### src/rtl/spi_reg_pkg.sv
package spi_reg_pkg;
  localparam int WORD_W  = 32;
  localparam int BYTE_W  = 8;
  localparam int NUM_CS  = 4;
  localparam int CS_W    = $clog2(NUM_CS);
  localparam int PER_W   = 6;
  localparam int SH_W    = 5;
  localparam int CNT_W   = (PER_W > SH_W) ? PER_W : SH_W;
  localparam int BITS_W  = $clog2(WORD_W);
  localparam int CFG_W   = 26;
  localparam int OFF_CTRL = 'h0;
  localparam int OFF_TX   = 'h4;
  localparam int OFF_RX   = 'h8;
  localparam logic [1:0] OP_READ = 2'd1;

  // Packed in control-word bit order: endianBig is bit 25, csCtl is bits 7:0.
  typedef struct packed {
    logic              endianBig;
    logic [CS_W-1:0]   chip;
    logic [1:0]        op;
    logic [1:0]        cntM1;
    logic [PER_W-1:0]  period;
    logic [SH_W-1:0]   setupHold;
    logic [7:0]        csCtl;
  } cfg_t;

  typedef struct packed {
    logic load;      // launch accepted: prime shifters
    logic sample;    // SCK rising: capture MISO
    logic shiftOut;  // SCK falling: present next MOSI bit
    logic finish;    // end of hold: commit receive word
  } strobe_t;

  typedef enum logic [2:0] {
    ST_IDLE, ST_SETUP, ST_HIGH, ST_LOW, ST_HOLD
  } state_t;
endpackage

### src/rtl/spi_reg_dpath.sv
module spi_reg_dpath
  import spi_reg_pkg::*;
#(
  parameter int ADDR_W = 4
) (
  input  logic              clk,
  input  logic              rstN,
  input  logic [ADDR_W-1:0] busAddr,
  input  logic              busWrEn,
  input  logic [WORD_W-1:0] busWrData,
  output logic [WORD_W-1:0] busRdData,
  input  logic              miso,
  output logic              mosi,
  input  logic              busy,
  input  strobe_t           strobe,
  output logic              launch,
  output cfg_t              cfgView,
  output cfg_t              cfgStored
);
  localparam int LANES = WORD_W / BYTE_W;

  cfg_t              cfgReg;
  logic [WORD_W-1:0] txReg, rxReg, txShift, rxShift;
  logic              ctrlWr, txWr, accept;
  logic [WORD_W-1:0] txOrdered, rxAligned, rxPlaced;
  logic [BITS_W-1:0] padBits;

  function automatic logic [WORD_W-1:0] byteRev(input logic [WORD_W-1:0] w);
    logic [WORD_W-1:0] r;
    for (int i = 0; i < LANES; i++)
      r[i*BYTE_W +: BYTE_W] = w[(LANES-1-i)*BYTE_W +: BYTE_W];
    return r;
  endfunction

  assign ctrlWr = busWrEn && (busAddr == ADDR_W'(OFF_CTRL));
  assign txWr   = busWrEn && (busAddr == ADDR_W'(OFF_TX));
  assign accept = ctrlWr && !busy;
  assign launch = accept && busWrData[WORD_W-1];

  assign cfgView   = launch ? cfg_t'(busWrData[CFG_W-1:0]) : cfgReg;
  assign cfgStored = cfgReg;

  // Unused lanes sit at the bottom: shift by (lanes - count) bytes.
  always_comb begin
    padBits   = BITS_W'({3'd0, ~cfgView.cntM1} << 3);
    txOrdered = cfgView.endianBig ? txReg : (byteRev(txReg) << padBits);
    rxAligned = rxShift << padBits;
    rxPlaced  = cfgView.endianBig ? rxAligned : (byteRev(rxAligned) << padBits);
  end

  always_ff @(posedge clk or negedge rstN) begin
    if (!rstN) begin
      cfgReg  <= '0;
      txReg   <= '0;
      rxReg   <= '0;
      txShift <= '0;
      rxShift <= '0;
      mosi    <= 1'b0;
    end else begin
      if (accept) cfgReg <= cfg_t'(busWrData[CFG_W-1:0]);
      if (txWr)   txReg  <= busWrData;
      if (strobe.load) begin
        rxShift <= '0;
        if (cfgView.op == OP_READ) begin
          txShift <= '0;
          mosi    <= 1'b0;
        end else begin
          txShift <= txOrdered << 1;
          mosi    <= txOrdered[WORD_W-1];
        end
      end else begin
        if (strobe.shiftOut) begin
          mosi    <= txShift[WORD_W-1];
          txShift <= txShift << 1;
        end
        if (strobe.sample) rxShift <= {rxShift[WORD_W-2:0], miso};
      end
      if (strobe.finish && cfgReg.op == OP_READ) rxReg <= rxPlaced;
    end
  end

  always_comb begin
    unique case (busAddr)
      ADDR_W'(OFF_CTRL): busRdData = {busy, {(WORD_W-1-CFG_W){1'b0}}, cfgReg};
      ADDR_W'(OFF_TX):   busRdData = txReg;
      ADDR_W'(OFF_RX):   busRdData = rxReg;
      default:           busRdData = '0;
    endcase
  end
endmodule

### src/rtl/spi_reg_ctrl.sv
module spi_reg_ctrl
  import spi_reg_pkg::*;
(
  input  logic              clk,
  input  logic              rstN,
  input  logic              launch,
  input  cfg_t              cfgView,
  output strobe_t           strobe,
  output logic              busy,
  output logic              sclk,
  output logic [NUM_CS-1:0] csN
);
  state_t            state;
  logic [CNT_W-1:0]  phaseCnt, halfLen, shLen;
  logic [BITS_W-1:0] bitCnt;
  logic              csActive, lastPhase;
  logic [CS_W-1:0]   csSel;

  assign halfLen   = (cfgView.period == '0) ? CNT_W'(1) : CNT_W'(cfgView.period);
  assign shLen     = (cfgView.setupHold == '0) ? CNT_W'(1) : CNT_W'(cfgView.setupHold);
  assign lastPhase = (phaseCnt == '0);
  assign busy      = (state != ST_IDLE);

  always_comb begin
    strobe          = '0;
    strobe.load     = launch && (state == ST_IDLE);
    strobe.sample   = lastPhase && ((state == ST_SETUP) || (state == ST_LOW));
    strobe.shiftOut = lastPhase && (state == ST_HIGH) && (bitCnt != '0);
    strobe.finish   = lastPhase && (state == ST_HOLD);
  end

  always_ff @(posedge clk or negedge rstN) begin
    if (!rstN) begin
      state    <= ST_IDLE;
      phaseCnt <= '0;
      bitCnt   <= '0;
      sclk     <= 1'b0;
      csActive <= 1'b0;
      csSel    <= '0;
    end else begin
      unique case (state)
        ST_IDLE: if (launch) begin
          state    <= ST_SETUP;
          phaseCnt <= shLen - CNT_W'(1);
          bitCnt   <= {cfgView.cntM1, 3'b111};
          csActive <= 1'b1;
          csSel    <= cfgView.chip;
        end
        ST_SETUP, ST_LOW: if (lastPhase) begin
          state    <= ST_HIGH;
          sclk     <= 1'b1;
          phaseCnt <= halfLen - CNT_W'(1);
        end else phaseCnt <= phaseCnt - CNT_W'(1);
        ST_HIGH: if (lastPhase) begin
          sclk <= 1'b0;
          if (bitCnt == '0) begin
            state    <= ST_HOLD;
            phaseCnt <= shLen - CNT_W'(1);
          end else begin
            state    <= ST_LOW;
            phaseCnt <= halfLen - CNT_W'(1);
            bitCnt   <= bitCnt - BITS_W'(1);
          end
        end else phaseCnt <= phaseCnt - CNT_W'(1);
        ST_HOLD: if (lastPhase) begin
          state <= ST_IDLE;
          if (cfgView.csCtl[0]) csActive <= 1'b0;
        end else phaseCnt <= phaseCnt - CNT_W'(1);
        default: state <= ST_IDLE;
      endcase
    end
  end

  for (genvar i = 0; i < NUM_CS; i++) begin : g_csDecode
    assign csN[i] = !(csActive && (csSel == CS_W'(i)));
  end
endmodule

### src/rtl/spi_reg_master.sv
module spi_reg_master
  import spi_reg_pkg::*;
#(
  parameter int ADDR_W = 4
) (
  input  logic              clk,
  input  logic              rstN,
  input  logic [ADDR_W-1:0] busAddr,
  input  logic              busWrEn,
  input  logic [31:0]       busWrData,
  output logic [31:0]       busRdData,
  output logic              sclk,
  output logic              mosi,
  input  logic              miso,
  output logic [NUM_CS-1:0] csN
);
  strobe_t strobe;
  logic    busy, launch;
  cfg_t    cfgView, cfgStored;

  spi_reg_dpath #(.ADDR_W(ADDR_W)) dpath_i (
    .clk(clk), .rstN(rstN), .busAddr(busAddr), .busWrEn(busWrEn),
    .busWrData(busWrData), .busRdData(busRdData), .miso(miso), .mosi(mosi),
    .busy(busy), .strobe(strobe), .launch(launch), .cfgView(cfgView),
    .cfgStored(cfgStored)
  );

  spi_reg_ctrl ctrl_i (
    .clk(clk), .rstN(rstN), .launch(launch), .cfgView(cfgView),
    .strobe(strobe), .busy(busy), .sclk(sclk), .csN(csN)
  );
endmodule

### config.mk
export PLATFORM = sky130hd
export DESIGN_NAME = spi_reg_master
export DESIGN_NICKNAME = d
export VERILOG_FILES = /design/src/rtl/spi_reg_pkg.sv /design/src/rtl/spi_reg_dpath.sv /design/src/rtl/spi_reg_ctrl.sv /design/src/rtl/spi_reg_master.sv
export SDC_FILE = /design/constraint.sdc
export NUM_CORES = 1
export LEC_CHECK = 0
export ABC_AREA = 1
export ABC_CLOCK_PERIOD_IN_PS = 2600
export BUFFER_PORTS_ARGS = -buffer_cell sky130_fd_sc_hd__buf_2
export CAP_MARGIN = 20
export CORE_MARGIN = 2
export CORE_UTILIZATION = 55
export CTS_CLUSTER_DIAMETER = 60
export DETAILED_ROUTE_END_ITERATION = 6
export HOLD_SLACK_MARGIN = 0.02
export PLACE_DENSITY = 0.8
export RECOVER_POWER = 25
export SETUP_SLACK_MARGIN = 0.3
export SYNTH_ARGS = -nofsm -noshare
export SYNTH_HDL_FRONTEND = slang
export SYNTH_HIERARCHICAL = 1
export SYNTH_SLANG_ARGS = --single-unit
### constraint.sdc
create_clock -name clk -period 2.6 [get_ports clk]
set_input_delay 0.39 -clock clk [delete_from_list [all_inputs] [get_ports clk]]
set_output_delay 0.39 -clock clk [all_outputs]
set_load 0.02 [all_outputs]
==> results of run 1 <==
[cell usage in the layout, fill, tap and decap left out, drive strengths merged, types with 2 or more instances in the layout]
cell type / instances
dfrtp: 172
o22a: 7
a21oi: 51
nand3b: 2
nor3: 4
a31oi: 15
nand4: 5
nand2: 422
clkinv: 8
xor2: 2
inv: 163
o221ai: 25
nor2: 114
nand3: 156
ha: 2
buf: 139
clkbuf: 27
clkinvlp: 3
o21ai: 183
o211ai: 3
[layer usage]
metal  GRT usage (%)  wire [µm]  vias up
met1           44.26      12580     4825
met5               0          0        -
met4           20.89       2638        0
met3           6.837       3315      173
met2           53.18      15690      732
li1                -          -     4782
[critical path, delay by kind of cell (launching register included)]
kind | cells | cell delay, ps
flip-flops | 1 | 420
buffers and inverters | 1 | 220
AND/OR/NAND/NOR | 13 | 1520
AO/OA/AOI/OAI | 1 | 130
[worst min-delay path by stage]
stage            startpoint                               end  slack (ps)  depth (start not counted)
4_1_cts        busWrData[5]  dpath_i/cfgStored[5]$_DFFE_PN0N_         180                          3
6_report       busWrData[5]  dpath_i/cfgStored[5]$_DFFE_PN0N_         180                          3
3_3_place_gp           rstN    ctrl_i/phaseCnt[5]$_DFFE_PN0P_         400                          1
5_1_grt        busWrData[5]  dpath_i/cfgStored[5]$_DFFE_PN0N_         200                          3
2_1_floorplan          rstN      ctrl_i/bitCnt[0]$_DFFE_PN0P_          90                          0
3_5_place_dp           rstN      ctrl_i/bitCnt[2]$_DFFE_PN0P_         400                          1
[sequential cells by signal (all words and copies together), names as in the netlist]
signal             flops
dpath_i/txShift       31
dpath_i/rxShift       32
ctrl_i/bitCnt          5
ctrl_i/sclk            1
dpath_i/cfgStored     26
ctrl_i/phaseCnt        6
dpath_i/txReg         32
dpath_i/mosi           1
dpath_i/rxReg         32
ctrl_i/state           3
ctrl_i/csActive        1
ctrl_i/csSel           2
[per-stage QoR]
| step | setup slack (ps) | util [%] |
|---|---|---|
| 2_1_floorplan | 299.4 | - |
| 3_3_place_gp | 50.75 | 59.95 |
| 3_5_place_dp | -44.90 | 59.95 |
| 4_1_cts | 297.4 | 63.97 |
| 5_1_grt | 74.24 | 66.39 |
| 6_report | 213.9 | 66.39 |
[power by group through the flow]
| stage | Sequential [µW] | Clock, µW | Combinational [µW] |
|---|---|---|---|
| global route | 4340 | 2550 | 6830 |
| finish | 4260 | 2420 | 6250 |
| global placement | 4230 | 0 | 5060 |
| floorplan | 4070 | 0 | 3800 |
| CTS | 4220 | 2430 | 5400 |
| detailed placement | 4260 | 0 | 5170 |
[timing repair]
| item | 4_1_cts | 5_1_grt |
|---|---|---|
| setup endpoints to repair | 102 | 103 |
| hold endpoints to repair | 52 | 0 |
| pin swaps | 7 | 12 |
| hold buffers | 1 | 0 |
| setup buffers | 12 | 18 |
| gates cloned | 2 | 3 |
| gates resized for setup | 20 | 71 |
[area by class of cell]
class | count | area [µm²] | area share (%)
Sequential cell | 172 | 4307 | 36.24
Multi-Input combinational cell | 1000 | 4961 | 41.74
Clock inverter | 11 | 96.34 | 0.8106
Clock buffer | 21 | 450.4 | 3.790
Inverter | 164 | 629.4 | 5.295
Tap cell | 229 | 286.5 | 2.411
Timing Repair Buffer | 146 | 1155 | 9.717
==> results_dict.tcl, run 1 <==
set metrics [dict create \
    critPathMostFrequentCell "nand2_1" \
    dr_total_vias 10510 \
    ant_nets 0 \
    instances_no_fill 1743 \
    clk_path_buf_depth 2 \
    fp.dieH_um 139.0 \
    pwr-share-clk_pct 18.7 \
    die_area_um2 19310 \
    slowest_delay_ps 420 \
    antenna_found_initial 0 \
    pwr-share-seq_pct 33.0 \
    cts_tree "yes" \
    status "complete, but fails checks" \
    syn_inst 1412 \
    io_buffer_count 77 \
    cts_root_buf "clkbuf_16" \
    syn_to_final_growth_pct 18.62 \
    clkSlewWorstSetupHoldPaths_ps 70 \
    h-tree-depth 4 \
    fmax_mhz 419.1 \
    stdcell_area_um2 11890 \
    synth_nets 1454 \
    comb_power_share_pct 48.3 \
    drv_cap 1 \
    drc 1 \
    clock_sinks 172 \
    slowest_stage "dfrtp_1" \
    routed_wl_um 34230 \
    grt_first_pass_wirelength_um 52140 \
    core.rowCount 49 \
    finalPower_uw 12930 \
    hpwl_um 22700 \
    fin_worst_skew_ps 9.452 \
    tightest_slew_ps 1508 \
    syn_area_um2 10020 \
    cp_data_arrival_time_ps 2710 \
    final.setup.tns_ps 0 \
    dr.first_iter.drc_count 1397 \
    worst_ep_required_time_ps 2920 \
    rsz0062_at_grt "yes" \
    vias_per_cell 6.031 \
    drive_above_1_share_pct 16.71 \
    endpoint "ctrl_i/phaseCnt[1]$_DFFE_PN0P_" \
    antennaDiodeCount 0 \
    power_density_nw_per_um2 1088 \
    core_um2 17900 \
    start_kind "register" \
    initial_core_util_pct 55.97 \
    switchingPower_uw 5893 \
    pin_count 78 \
    numCtsBuffers 17 \
    die_w_um 139.0 \
    grt_pass1_vias 9691 \
    switching_share_pct 45.57 \
    slew-limit-headroom_pct -0.5029 \
    clk_latency_ps 440 \
    min_path_type "primary input to register" \
    violations "DRC, capacitance limit, slew limit" \
    fill_cells 1498 \
    avgSynthCellArea_um2 7.096 \
    reg2regPathDepth 15 \
    critPathKind "register to register" \
    setup-violations-final 0 \
    grt_max_degree 65 \
    max-vdd-ir-drop_mv 0.7115 \
    internal_power_uw 7040 \
    nNetsFinal 1543 \
    overflow 0 \
    r2r_end "ctrl_i/phaseCnt[1]$_DFFE_PN0P_" \
    min_period_ps 2386 \
    leakagePower_uw 0.005900 \
    routedWlPerCell_um 19.64 \
    finalCritPeriodShare_pct 91.77 \
    crit_fanout 6 \
    crit_chain "nor2_4 -> nand2_4 -> nor2_4 -> nand4_4 -> buf_4 -> nand2_1 -> o21ai_1 -> nor2_1 -> nand3_1 -> nand3b_1 -> nand2_1 -> nand2_1 -> nand2_1 -> nor2_1 -> nor2_1" \
    rr_startpoint "ctrl_i/state[1]$_DFFE_PN0P_" \
    endpoint_kind "register" \
    post-place-cells 1675 \
    grtUsageTotal_pct 34.18 \
    firstDrtPassIters 7 \
    r2r_setup_slack_ps 210 \
    post_dp_cell_area_um2 10730 \
    startpoint "ctrl_i/state[1]$_DFFE_PN0P_" \
    place.gp.congestion 1.050 \
    slew_violations 54 \
    yosysWarnings 6 \
    holdWs_ps 180.5 \
    finalHoldViolations 0 \
]
(Power assumes the default switching activity.)
==> inputs of run 2 (changes only) <==
--- a/config.mk
+++ b/config.mk
@@ -14,10 +14,9 @@
 export CTS_CLUSTER_DIAMETER = 60
 export DETAILED_ROUTE_END_ITERATION = 6
 export HOLD_SLACK_MARGIN = 0.02
-export PLACE_DENSITY = 0.8
+export PLACE_DENSITY_LB_ADDON = 0.3
 export RECOVER_POWER = 25
 export SETUP_SLACK_MARGIN = 0.3
 export SYNTH_ARGS = -nofsm -noshare
 export SYNTH_HDL_FRONTEND = slang
-export SYNTH_HIERARCHICAL = 1
 export SYNTH_SLANG_ARGS = --single-unit
==> run 2 against run 1 <==
The run ends with capacitance limit, slew limit left; wire length rose by 7.3%; via count rose by 3.3%; first-iteration DRC count rose by 25%; critical path depth did not move; total power rose by 24%; register-to-register slack got worse by 210 ps; cell count fell by 2.8%; die area fell by 2.6%.
==> results_dict.tcl, run 2 <==
set metrics [dict create \
    synth_nets 1345 \
    violations "capacitance limit, slew limit" \
    drc 0 \
    power_density_nw_per_um2 1240 \
    avgSynthCellArea_um2 7.493 \
    yosysTopAreaCellShare_pct 44.15 \
    clk_latency_ps 450 \
    clkSlewWorstSetupHoldPaths_ps 70 \
    slew-limit-headroom_pct -5.702 \
    slew_violations 57 \
    finalCritPeriodShare_pct 99.78 \
    syn_inst 1301 \
    async_reset_ff_share_pct 100.0 \
    antenna_found_initial 1 \
    synthTopCellsByCount "nand2_1 (329), dfrtp_1 (172), inv_1 (136)" \
    firstDrtPassIters 7 \
    die_w_um 137.1 \
    initial_core_util_pct 56.36 \
    place_ws_ps -52.17 \
    endpoint_kind "register" \
    synthTopCellsByArea "dfrtp_1 (44%), nand2_1 (13%), o211ai_1 (6.4%)" \
    cts_root_buf "clkbuf_16" \
    vias_per_cell 6.408 \
    core.rowCount 48 \
    min_path_type "primary input to register" \
    fill_cells 1143 \
    holdWs_ps 189.8 \
    grt_first_pass_wirelength_um 52440 \
    fin_worst_skew_ps 11.27 \
    hp-start "busWrData[30]" \
    finalPower_uw 16080 \
    clock_sinks 172 \
    layout_common_cells "nand2_1 (287), dfrtp_1 (172), inv_1 (132)" \
    dr.first_iter.drc_count 1747 \
    cp_data_arrival_time_ps 2980 \
    final_common_cell "nand2_1" \
    synthDistinctLibCells 43 \
    drv_cap 1 \
    grtUsageTotal_pct 36.99 \
    die_area_um2 18800 \
    grt_pass1_vias 9685 \
    overflow 0 \
    finalHoldViolations 0 \
    grt_max_degree 59 \
    start_kind "register" \
    tightest_slew_ps 1586 \
    drive_above_1_share_pct 26.34 \
    place.gp.congestion 0.9319 \
    ys.flop_type "dfrtp_1" \
    worst_ep_required_time_ps 2980 \
    nNetsFinal 1500 \
    reg.largest.list "dpath_i.rxReg: 32 flops, dpath_i.rxShift: 32 flops, dpath_i.txReg: 32 flops" \
    fp.dieH_um 137.1 \
    r2r_setup_slack_ps 6 \
    holdPathEnd "dpath_i.txReg[30]$_DFFE_PN0P_" \
    clk_path_buf_depth 2 \
    yosysSeqAreaShare_pct 44.15 \
    hpwl_um 22100 \
    syn_to_final_growth_pct 33.05 \
    h-tree-depth 4 \
    holdPathStages 3 \
    io_buffer_count 77 \
    setup-violations-final 0 \
    syn_area_um2 9748 \
    rsz0062_at_grt "yes" \
    crit_fanout 6 \
    reg2regPathDepth 15 \
    core_um2 17300 \
    ys_seq_elements 172 \
    dr_total_vias 10860 \
    yosysMostFrequentCell "nand2_1" \
    post-place-cells 1585 \
    leakagePower_uw 0.005887 \
    routedWlPerCell_um 21.68 \
    yosys.area.top_type "dfrtp_1" \
    synth-edff-count 0 \
    rr_startpoint "ctrl_i.state[1]$_DFFE_PN0P_" \
    ant_nets 0 \
    pin_count 78 \
    numCtsBuffers 17 \
    critPathKind "register to register" \
    worst_slack_ps 5.761 \
    max-vdd-ir-drop_mv 0.8347 \
    fmax_mhz 385.5 \
    cts_tree "yes" \
    routed_wl_um 36730 \
    r2r_end "dpath_i.rxReg[11]$_DFFE_PN0P_" \
    multiInputGateArea_um2 5165 \
    regArea_um2 4304 \
    instances_no_fill 1694 \
    yosysWarnings 0 \
    min_period_ps 2594 \
    antennaDiodeCount 0 \
    status "complete, but fails checks" \
]
==> run 2: cell families after synthesis <==
logic type	after synthesis	share of synthesized area, %
flops	172	44.15
compound gates	399	24.17
simple gates	496	21.19
buf+inv	223	9.344
xor+xnor	7	0.6289
fa+ha+maj	4	0.5134
==> run 2: critical path, stage by stage, from the launching register on <==
cell and delay (ps):
dfrtp_1 410, nor2_4 150, nand3_4 100, nor2_4 170
buf_6 140, nand2_8 90, o21ai_4 180, buf_12 160
buf_12 160, buf_16 140, nand2_4 40, o211ai_1 200
o211ai_1 190, nand3_1 130, nand3_2 140, nand2_1 110
==> run 2: what timing repair did <==
item                                    4_1_cts  5_1_grt
endpoints found under the setup margin      101      109
hold buffers                                  1        0
pin swaps                                    54       86
hold endpoints to repair                     55        0
cloned                                       11        9
buffers inserted                             34       22
gates resized for setup                     103      139
==> run 2: per-stage QoR <==
step	util [%]	cell area [µm²]	TNS (ps)
floorplan	-	9761	0
global placement	61.62	10660	-15.19
detailed placement	61.62	10660	-89.17
CTS	70.38	12170	0
global route	74.99	12970	-75.96
finish	74.99	12970	0
==> run 2: how the worst max path moves through the flow <==
| stage | end | slack, ps | start | cells after the start |
|---|---|---|---|---|
| after floorplan | ctrl_i.phaseCnt[4]$_DFFE_PN0P_ | 300 | busAddr[1] | 16 |
| after global placement | ctrl_i.phaseCnt[4]$_DFFE_PN0P_ | -8 | busWrEn | 17 |
| after detailed placement | ctrl_i.phaseCnt[4]$_DFFE_PN0P_ | -50 | busWrEn | 17 |
| after CTS | ctrl_i.phaseCnt[2]$_DFFE_PN0P_ | 150 | ctrl_i.state[0]$_DFFE_PN0P_ | 16 |
| after global routing | dpath_i.rxReg[11]$_DFFE_PN0P_ | -60 | ctrl_i.state[1]$_DFFE_PN0P_ | 15 |
| final | dpath_i.rxReg[11]$_DFFE_PN0P_ | 6 | ctrl_i.state[1]$_DFFE_PN0P_ | 15 |
==> run 2: cell type report <==
type,count,share of cell area (%)
tap,225,2.171
multi-input combinational,909,39.82
sequential,172,33.19
timing repair buffer,211,16.07
inverter,145,4.389
clock buffer,18,3.386
clock inverter,14,0.9743
==> run 2: per-layer routing <==
layer	track usage [%]	up-vias	wire length [µm]
met4	19.59	2	2781
met2	57.71	856	16870
met3	7.963	231	4291
met5	0	-	8
li1	-	4703	-
met1	48.35	5063	12770
==> run 2: power breakdown <==
group          leakage (µW)  internal, µW  total [µW]  switching (µW)
clock              0.000276          1290        2520            1230
sequential          0.00190          3500        4230             734
combinational       0.00371          3940        9330            5390
total               0.00589          8730       16100            7350
==> inputs of run 3 (changes only) <==
--- a/config.mk
+++ b/config.mk
@@ -6,7 +6,7 @@
 export NUM_CORES = 1
 export LEC_CHECK = 0
 export ABC_AREA = 1
-export ABC_CLOCK_PERIOD_IN_PS = 2600
+export ABC_CLOCK_PERIOD_IN_PS = 3000
 export BUFFER_PORTS_ARGS = -buffer_cell sky130_fd_sc_hd__buf_2
 export CAP_MARGIN = 20
 export CORE_MARGIN = 2
==> constraint.sdc (replaced) <==
create_clock -name clk -period 3 [get_ports clk]
set_input_delay 0.45 -clock clk [delete_from_list [all_inputs] [get_ports clk]]
set_output_delay 0.45 -clock clk [all_outputs]
set_load 0.02 [all_outputs]
==> run 3 against run 2 <==
Critical endpoint is now busRdData[3]; count of clock-buffer cells in the layout is 1 lower; total power is 32% lower; clock skew is 6.0 ps lower; the run still ends with capacitance limit, slew limit left; wire length fell by 18%.
==> results_dict.tcl, run 3 (synthesis results as in run 2) <==
set metrics [dict create \
    status "complete, but fails checks" \
    violations "capacitance limit, slew limit" \
    finalHoldViolations 0 \
    cts_root_buf "clkbuf_16" \
    endpoint "busRdData[3]" \
    overflow 0 \
    tightest_slew_ps 1949 \
    fp.dieH_um 137.1 \
    antenna_found_initial 0 \
    io_buffer_count 77 \
    grtUsageTotal_pct 32.27 \
    firstDrtPassIters 6 \
    reg.largest.list "dpath_i.rxReg: 32 flops, dpath_i.rxShift: 32 flops, dpath_i.txReg: 32 flops" \
    crit_fanout 25 \
    clock_sinks 172 \
    fin_worst_skew_ps 5.240 \
    dr_total_vias 9651 \
    startpoint "busAddr[1]" \
    endpoint_kind "primary output" \
    critPathKind "primary input to primary output" \
    post_dp_cell_area_um2 10340 \
    slew_violations 70 \
    core_um2 17300 \
    grt_pass1_vias 8597 \
    antennaDiodeCount 0 \
    clkSlewWorstSetupHoldPaths_ps 70 \
    setup-violations-final 0 \
    slew-limit-headroom_pct -29.96 \
    die_w_um 137.1 \
    drive_above_1_share_pct 13.32 \
    holdWs_ps 246.6 \
    grt_first_pass_wirelength_um 46350 \
    stdcell_area_um2 11100 \
    r2r_setup_slack_ps 430 \
    routedWlPerCell_um 18.90 \
    cp_num_cells 7 \
    pin_count 78 \
    finalCritPeriodShare_pct 85.96 \
    start_kind "primary input" \
    max-vdd-ir-drop_mv 0.7269 \
    initial_core_util_pct 56.36 \
    routed_wl_um 30060 \
    nNetsFinal 1397 \
    core.rowCount 48 \
    min_period_ps 2579 \
    cp_data_arrival_time_ps 2130 \
    power_density_nw_per_um2 986.4 \
    drc 0 \
    dr.first_iter.drc_count 1179 \
    syn_to_final_growth_pct 13.90 \
    slowest_stage "o211ai_1" \
    crit_family "buffers and inverters" \
    final.setup.tns_ps 0 \
    layout_common_cells "nand2_1 (326), dfrtp_1 (171), inv_1 (136)" \
    ctsHoldBuffers 0 \
    rr_startpoint "ctrl_i.state[0]$_DFFE_PN0P_" \
    vias_per_cell 6.066 \
    final_common_cell "nand2_1" \
    cp_num_buf_inv 4 \
    r2r_end "ctrl_i.phaseCnt[4]$_DFFE_PN0P_" \
    ant_nets 0 \
    reg2regPathDepth 19 \
    slowest_delay_ps 540 \
    hpwl_um 21020 \
    crit_chain "buf_2 -> nor2_2 -> inv_1 -> nor3_2 -> inv_1 -> o211ai_1 -> buf_2" \
    min_path_type "primary input to register" \
    place.gp.congestion 0.9545 \
    numCtsBuffers 17 \
    cts_tree "yes" \
    die_area_um2 18800 \
    fmax_mhz 387.8 \
    grt_max_degree 71 \
    rsz0062_at_grt "yes" \
    h-tree-depth 4 \
    worst_ep_required_time_ps 2550 \
    drv_cap 1 \
    clk_latency_ps 440 \
    leakagePower_uw 0.005067 \
    clk_path_buf_depth 2 \
    hp-start "busWrData[10]" \
]
## run 3: worst min path at each step
stage / slack (ps) / cells after the start / end
after global routing: 260 / 3 / dpath_i.txReg[28]$_DFFE_PN0P_
after CTS: 50 / 1 / dpath_i.txShift[17]$_DFFE_PN0P_
after global placement: 470 / 2 / ctrl_i.phaseCnt[0]$_DFFE_PN0P_
after floorplan: 150 / 0 / ctrl_i.bitCnt[0]$_DFFE_PN0P_
after detailed placement: 470 / 2 / dpath_i.rxReg[19]$_DFFE_PN0P_
final: 250 / 3 / dpath_i.cfgStored[10]$_DFFE_PN0N_
## run 3: worst reg2reg max path: cells and delay by family (launching register included)
family / cells / cell delay (ps)
flops: 1 / 430
simple gates: 12 / 1230
compound gates: 4 / 420
fa+ha+maj: 1 / 170
buf+inv: 2 / 230
## run 3: where the power goes
| part | leakage [µW] | switching (µW) | internal, µW |
|---|---|---|---|
| Combinational | 0.00288 | 3390 | 1670 |
| Clock | 0.000293 | 1000 | 1330 |
| Sequential | 0.00190 | 531 | 3030 |
| Total | 0.00507 | 4930 | 6030 |
## run 3: layout make-up
type | count | area [µm²]
timing repair buffer | 109 | 711.9
inverter | 145 | 550.5
fill | 1524 | 6193
sequential | 172 | 4305
clock inverter | 15 | 186.4
clock buffer | 17 | 425.4
multi-input combinational | 908 | 4642
tap | 225 | 281.5
## run 3: repair_timing
action,in CTS,in global routing
setup buffers,0,3
resized for setup,6,25
gates cloned,0,2
endpoints found under the hold margin,0,0
endpoints found under the setup margin,16,52
pin swaps,0,3
## run 3: per-layer routing
metal	routed length, µm	vias up	track usage (%)
met2	14070	494	49.59
met3	2546	82	5.704
met1	12140	4584	44.69
met5	0	-	0
li1	-	4491	-
met4	1306	0	14.55
## run 3: per-stage QoR
stage                     setup slack [ps]  util [%]  power [µW]  instances
after global placement               141.2     59.77        8273       1554
after CTS                            373.9     63.40       10750       1586
after global routing                 274.2     64.19       11730       1591
after floorplan                      600.5         -        7130       1301
final                                421.3     64.19       10950       1591
after detailed placement             39.31     59.77        8388       1554
